### src/rtl/wprot_pkg.sv
package wprot_pkg;
  typedef enum logic [2:0] {
    K_NONE   = 3'd0,
    K_WREN   = 3'd1,
    K_WRDI   = 3'd2,
    K_PROT   = 3'd3,
    K_UNPROT = 3'd4,
    K_WRSR   = 3'd5,
    K_PEOP   = 3'd6,
    K_CHIP   = 3'd7
  } cmd_kind_e;
endpackage

### src/rtl/wprot_wel.sv
module wprot_wel (
  input  logic clk,
  input  logic rst_n,
  input  logic set_i,
  input  logic clr_i,
  output logic wel_o
);
  always_ff @(posedge clk) begin
    if (!rst_n)      wel_o <= 1'b0;
    else if (clr_i)  wel_o <= 1'b0;
    else if (set_i)  wel_o <= 1'b1;
  end
endmodule

### src/rtl/wprot_lock.sv
module wprot_lock (
  input  logic clk,
  input  logic rst_n,
  input  logic wr_i,
  input  logic val_i,
  output logic lock_o
);
  always_ff @(posedge clk) begin
    if (!rst_n)     lock_o <= 1'b0;
    else if (wr_i)  lock_o <= val_i;
  end
endmodule

### src/rtl/wprot_sectors.sv
module wprot_sectors #(
  parameter int NSEC  = 64,
  parameter int IDX_W = $clog2(NSEC)
) (
  input  logic             clk,
  input  logic             rst_n,
  input  logic             set_one_i,
  input  logic             clr_one_i,
  input  logic [IDX_W-1:0] idx_i,
  input  logic             set_all_i,
  input  logic             clr_all_i,
  input  logic [IDX_W-1:0] rd_idx_i,
  output logic             rd_bit_o,
  output logic             op_bit_o,
  output logic             any_o,
  output logic [NSEC-1:0]  bits_o
);
  for (genvar s = 0; s < NSEC; s++) begin : g_sec
    logic hit;
    assign hit = (idx_i == IDX_W'(s));
    always_ff @(posedge clk) begin
      if (!rst_n)                  bits_o[s] <= 1'b1;
      else if (set_all_i)          bits_o[s] <= 1'b1;
      else if (clr_all_i)          bits_o[s] <= 1'b0;
      else if (hit && set_one_i)   bits_o[s] <= 1'b1;
      else if (hit && clr_one_i)   bits_o[s] <= 1'b0;
    end
  end

  assign rd_bit_o = bits_o[rd_idx_i];
  assign op_bit_o = bits_o[idx_i];
  assign any_o    = |bits_o;
endmodule

### src/rtl/wprot_ctrl.sv
module wprot_ctrl #(
  parameter int ADDR_W   = 24,
  parameter int NSEC     = 64,
  parameter int SEC_LSB  = 16,
  parameter int SR_W     = 8,
  parameter int LOCK_BIT = 7,
  parameter int GLOB_HI  = 5,
  parameter int GLOB_LO  = 2
) (
  input  logic                     clk,
  input  logic                     rst_n,
  input  logic                     cmd_valid,
  output logic                     cmd_ready,
  input  logic [2:0]               cmd_kind,
  input  logic [ADDR_W-1:0]        cmd_addr,
  input  logic                     cmd_addr_ok,
  input  logic                     cmd_byte_ok,
  input  logic                     cmd_data_ok,
  input  logic [SR_W-1:0]          cmd_sr,
  input  logic                     wp_n,
  output logic                     wel,
  output logic                     sprl,
  output logic                     res_valid,
  output logic                     res_go,
  input  logic [$clog2(NSEC)-1:0]  rd_sector,
  output logic                     rd_prot
);
  import wprot_pkg::*;

  localparam int IDX_W  = $clog2(NSEC);
  localparam int GLOB_W = GLOB_HI - GLOB_LO + 1;

  cmd_kind_e        kind;
  logic             acc, gated, prot_ok, sr_ok, glob_ok, go_now;
  logic [IDX_W-1:0] sec;
  logic             op_bit, any_prot, lock_val;
  logic [NSEC-1:0]  prot_bits;

  always_ff @(posedge clk) begin
    if (!rst_n) cmd_ready <= 1'b0;
    else        cmd_ready <= 1'b1;
  end

  assign kind  = cmd_kind_e'(cmd_kind);
  assign acc   = cmd_valid && cmd_ready;
  assign sec   = cmd_addr[SEC_LSB +: IDX_W];
  assign gated = (kind == K_PROT) || (kind == K_UNPROT) || (kind == K_WRSR) ||
                 (kind == K_PEOP) || (kind == K_CHIP);

  assign prot_ok = acc && wel && !sprl && cmd_addr_ok && cmd_byte_ok;
  assign sr_ok   = acc && (kind == K_WRSR) && wel && cmd_byte_ok && cmd_data_ok;
  assign glob_ok = sr_ok && !sprl && wp_n;
  assign lock_val = wp_n ? cmd_sr[LOCK_BIT] : (sprl || cmd_sr[LOCK_BIT]);

  assign go_now = acc && wel && cmd_byte_ok &&
                  (((kind == K_PEOP) && cmd_addr_ok && cmd_data_ok && !op_bit) ||
                   ((kind == K_CHIP) && !any_prot));

  wprot_wel u_wel (
    .clk   (clk),
    .rst_n (rst_n),
    .set_i (acc && (kind == K_WREN) && cmd_byte_ok),
    .clr_i (acc && (((kind == K_WRDI) && cmd_byte_ok) || gated)),
    .wel_o (wel)
  );

  wprot_lock u_lock (
    .clk    (clk),
    .rst_n  (rst_n),
    .wr_i   (sr_ok),
    .val_i  (lock_val),
    .lock_o (sprl)
  );

  wprot_sectors #(.NSEC(NSEC), .IDX_W(IDX_W)) u_sec (
    .clk       (clk),
    .rst_n     (rst_n),
    .set_one_i (prot_ok && (kind == K_PROT)),
    .clr_one_i (prot_ok && (kind == K_UNPROT)),
    .idx_i     (sec),
    .set_all_i (glob_ok && (cmd_sr[GLOB_HI:GLOB_LO] == {GLOB_W{1'b1}})),
    .clr_all_i (glob_ok && (cmd_sr[GLOB_HI:GLOB_LO] == {GLOB_W{1'b0}})),
    .rd_idx_i  (rd_sector),
    .rd_bit_o  (rd_prot),
    .op_bit_o  (op_bit),
    .any_o     (any_prot),
    .bits_o    (prot_bits)
  );

  always_ff @(posedge clk) begin
    if (!rst_n) begin
      res_valid <= 1'b0;
      res_go    <= 1'b0;
    end else begin
      res_valid <= acc && ((kind == K_PEOP) || (kind == K_CHIP));
      res_go    <= go_now;
    end
  end

  // the latch only rises after a complete enable record
  a_r2_wel_rise: assert property (@(posedge clk) disable iff (!rst_n)
    $rose(wel) |-> $past(acc && (kind == K_WREN) && cmd_byte_ok));

  // gated commands leave the latch clear
  a_r4_wel_cleared: assert property (@(posedge clk) disable iff (!rst_n)
    (acc && gated) |=> !wel);

  // locked protection bits do not move on sector commands
  a_r6_lock_freezes: assert property (@(posedge clk) disable iff (!rst_n)
    (acc && sprl && ((kind == K_PROT) || (kind == K_UNPROT))) |=> $stable(prot_bits));

  // a go verdict needs a set latch in the cycle of acceptance
  a_r9_go_needs_wel: assert property (@(posedge clk) disable iff (!rst_n)
    res_go |-> ($past(wel) && res_valid));

  // chip erase goes only on an all-unprotected array
  a_r10_chip_clean: assert property (@(posedge clk) disable iff (!rst_n)
    (res_go && $past(kind == K_CHIP)) |-> $past(!any_prot));

  // protection bits change only with the latch set or by a status write
  a_r3_bits_need_wel: assert property (@(posedge clk) disable iff (!rst_n)
    !$stable(prot_bits) |-> $past(wel));
endmodule

### config.mk
export PLATFORM = sky130hd
export DESIGN_NAME = wprot_ctrl
export DESIGN_NICKNAME = d
export VERILOG_FILES = /design/src/rtl/wprot_pkg.sv /design/src/rtl/wprot_wel.sv /design/src/rtl/wprot_lock.sv /design/src/rtl/wprot_sectors.sv /design/src/rtl/wprot_ctrl.sv
export SDC_FILE = /design/constraint.sdc
export NUM_CORES = 1
export LEC_CHECK = 0
export BUFFER_PORTS_ARGS = -buffer_cell sky130_fd_sc_hd__buf_2
export CAP_MARGIN = 20
export CORE_ASPECT_RATIO = 0.75
export CORE_MARGIN = 4
export CORE_UTILIZATION = 35
export DETAILED_ROUTE_END_ITERATION = 7
export SYNTH_ARGS = -nofsm -noshare
export SYNTH_HDL_FRONTEND = slang
export SYNTH_SLANG_ARGS = --single-unit
### constraint.sdc
create_clock -name clk -period 5.5 [get_ports clk]
set_input_delay 1.65 -clock clk [delete_from_list [all_inputs] [get_ports clk]]
set_output_delay 1.65 -clock clk [all_outputs]
set_load 0.01 [all_outputs]
==> impl_metrics.py <==
metrics = {
    "route": {
        "routed_via_density": 6.291,
        "vias": 4020,
        "drtPass1Iterations": 7,
        "routed.top_layer": "met4",
        "final_antenna_net_count": 0,
        "route.met3.wl_um": 1850,
        "wirelength_um": 13970,
        "wire_per_inst_um": 21.85,
        "met1_length_um": 6284,
        "route.detailed.drc": 0,
        "wl_met2_um": 5690,
        "drt_iter0_drc": 634,
    },
    "floorplanning": {
        "coreArea_sq_mm": 0.01166,
        "num_rows": 34,
        "die_x_um": 134.4,
        "start_util_pct": 35.98,
        "io_pins": 54,
        "dieArea_sq_mm": 0.01382,
        "die_h_um": 102.8,
    },
    "sta": {
        "setup-tns-final_ns": 0,
        "min_period_over_period_pct": 94.20,
        "relSlewSlack_pct": 33.31,
        "slew_viol_final": 0,
        "rsz0062_at_grt": "false",
        "fmax_mhz": 193.0,
        "final.min_clock_period_ns": 5.181,
        "worst_pin_slew_ns": 0.9974,
        "hold_viol_final": 0,
        "finalSetupViolCount": 0,
        "finalClockSkew_ns": 0.004271,
    },
    "worst_setup_path": {
        "cp.arrival_ns": 3.53,
        "r2r-start": "cmd_ready",
        "ff2ff_setup_slack_ns": 2.86,
        "cp_max_fo": 10,
        "r2r_cells": 5,
        "endpoint_kind": "output pin",
        "worst-setup-path-type": "primary input to output pin",
        "r2r_end": "u_sec.bits_o[60]",
        "worstPathRequired_ns": 3.85,
        "cp-start-kind": "primary input",
    },
    "finish": {
        "final_cell_mix": "o21ai_0, dfxtp_1, a21o_1",
        "n_antenna_cell": 0,
        "final_common_cell": "o21ai_0",
        "fillers": 1182,
        "fin_cells": 639,
        "area_growth_pct": 13.22,
        "drive_above_1_share_pct": 18.66,
        "finalInstanceArea_sq_mm": 0.004748,
        "nets": 520,
    },
    "synth": {
        "avgSynthCellArea_sq_um": 9.157,
        "async_reset_ff_share_pct": 0,
        "yosysUniqueCellTypes": 38,
        "synth_xor_area_share_pct": 0,
        "muxShareOfSynthArea_pct": 19.51,
        "ys_seq_area_share_pct": 32.94,
        "syn-num-nets": 506,
        "ys_ff_latch": 69,
        "synthSimpleGateAreaFrac_pct": 12.86,
        "synth.area.top_cells": "dfxtp_1, mux4_2, o21ai_0",
        "synth_compound_area_share_pct": 30.52,
        "yosys.area.top_type": "dfxtp_1",
        "synth_edf_count": 0,
        "synthAdderAreaFrac_pct": 0,
        "synth_flop_cell": "dfxtp_1",
        "synth_cells": 458,
        "yosysTopAreaCellShare_pct": 32.94,
        "ys_warn_count": 0,
        "synth_top_family_by_area": "compound AO/OA/AOI/OAI gates",
        "netlist_area_sq_mm": 0.004194,
    },
    "clock_tree": {
        "cts_hold_buf": 0,
        "cts_max_level": 3,
        "clock-sinks": 69,
        "cts_buffers": 9,
        "post_cts_resized": 0,
        "tritoncts": "yes",
        "cts_setup_buffers": 0,
        "clock_path_buffers": 2,
        "cts.reportedPaths.clkPinSlew_ns": 0.06,
        "root_buffer": "clkbuf_16",
        "clk_latency_ns": 0.34,
    },
    "grt": {
        "grt_pass1_vias": 3630,
        "grt_usage_pct": 20.70,
        "grt_overflow": 0,
        "grt_pass1_wl_um": 21530,
        "grt_antenna_before_repair": 0,
        "grt_start_max_net_pins": 65,
    },
    "placement": {
        "place_area_sq_mm": 0.004467,
        "post-dp-hpwl_um": 9775,
        "place_congestion": 0.9632,
        "portBuffers": 32,
        "dp_cells": 623,
    },
    "pwr": {
        "switching_share_pct": 26.05,
        "intPower_uw": 838.0,
        "seqPwrFrac_pct": 44.2,
        "cellPowerDensity_mw_per_mm2": 238.6,
        "clock_power_share_pct": 48.7,
        "total_power_mw": 1.133,
        "combPwrFrac_pct": 7.1,
        "leakagePower_nw": 1.490,
        "p_sw_uw": 295.2,
        "max-vdd-ir-drop_v": 0.0001395,
    },
    "status": {
        "status": "finished clean",
    },
    "min_path": {
        "min_path_type": "flop to flop",
        "hold_path_depth": 2,
        "holdCritStartpoint": "cmd_ready",
        "min_to": "res_valid",
    },
    "flow_run": {
        "cap_viol_max_count": 0,
    },
}
-- power by group through the flow --
| stage | sequential, mW | clock [mW] | combinational [mW] |
|---|---|---|---|
| floorplan | 0.512 | 0 | 0.0498 |
| global placement | 0.512 | 0 | 0.0787 |
| detailed placement | 0.512 | 0 | 0.0797 |
| CTS | 0.501 | 0.557 | 0.0800 |
| global route | 0.501 | 0.583 | 0.0876 |
| finish | 0.501 | 0.551 | 0.0809 |
-- final cells by class --
| type | instances | area (sq um) | share of cell area [%] |
|---|---|---|---|
| clock buffer | 9 | 225.2 | 4.743 |
| multi-input combinational | 347 | 2639 | 55.57 |
| timing repair buffer | 38 | 217.7 | 4.585 |
| sequential | 69 | 1381 | 29.09 |
| clock inverter | 7 | 56.30 | 1.186 |
| tap | 162 | 202.7 | 4.269 |
| inverter | 7 | 26.28 | 0.5534 |
-- how the worst max path moves through the flow --
stage,startpoint,endpoint,slack (ns),depth (start not counted)
after CTS,rd_sector[0],rd_prot,0.28,7
after detailed placement,rd_sector[0],rd_prot,0.29,7
final,rd_sector[0],rd_prot,0.32,7
after global placement,rd_sector[0],rd_prot,0.33,7
after global routing,rd_sector[0],rd_prot,0.21,7
after floorplan,rd_sector[0],rd_prot,0.44,6
-- layer usage --
metal | vias up | GRT usage, %
met2 | 232 | 28.73
li1 | 1804 | -
met5 | - | 0
met4 | 0 | 5.243
met3 | 14 | 7.122
met1 | 1970 | 30.63
-- state kept, by name, indices dropped and copies added, names as in the netlist --
register and cells:
res_valid 1, res_go 1, cmd_ready 1, u_sec.bits_o 64, u_wel.wel_o 1, u_lock.lock_o 1
-- cell families (layout without fill, tap and decap cells) --
| logic type | count (synthesis) | in the layout |
|---|---|---|
| simple gates | 94 | 94 |
| flops | 69 | 69 |
| compound gates | 212 | 212 |
| mux | 41 | 41 |
| buf+inv | 42 | 61 |
-- critical path, cell delays in order --
cell and delay (ns):
buf_2 0.27, buf_4 0.24, mux4_2 0.50, mux4_2 0.49, a21oi_1 0.16, o21ai_0 0.08
buf_2 0.14
-- cells in the mapped netlist (9+ instances only) --
cell type	count
nand3_1	12
nor4_1	13
o21ai_0	132
a21o_1	64
nand4_1	11
mux4_2	30
clkbuf_1	19
mux2i_1	9
buf_2	14
nor2b_1	10
nand2_1	21
dfxtp_1	69
-- metrics by stage --
stage | hold slack (ns) | utilization, % | setup WS (ns)
final | 0.5114 | 40.74 | 0.3188
after global routing | 0.5534 | 40.74 | 0.2094
after CTS | 0.5088 | 40.74 | 0.2816
after detailed placement | 0.4994 | 38.32 | 0.2885
after global placement | 0.4859 | 38.15 | 0.3265
after floorplan | 0.5013 | - | 0.4391
(Power assumes the default switching activity.)
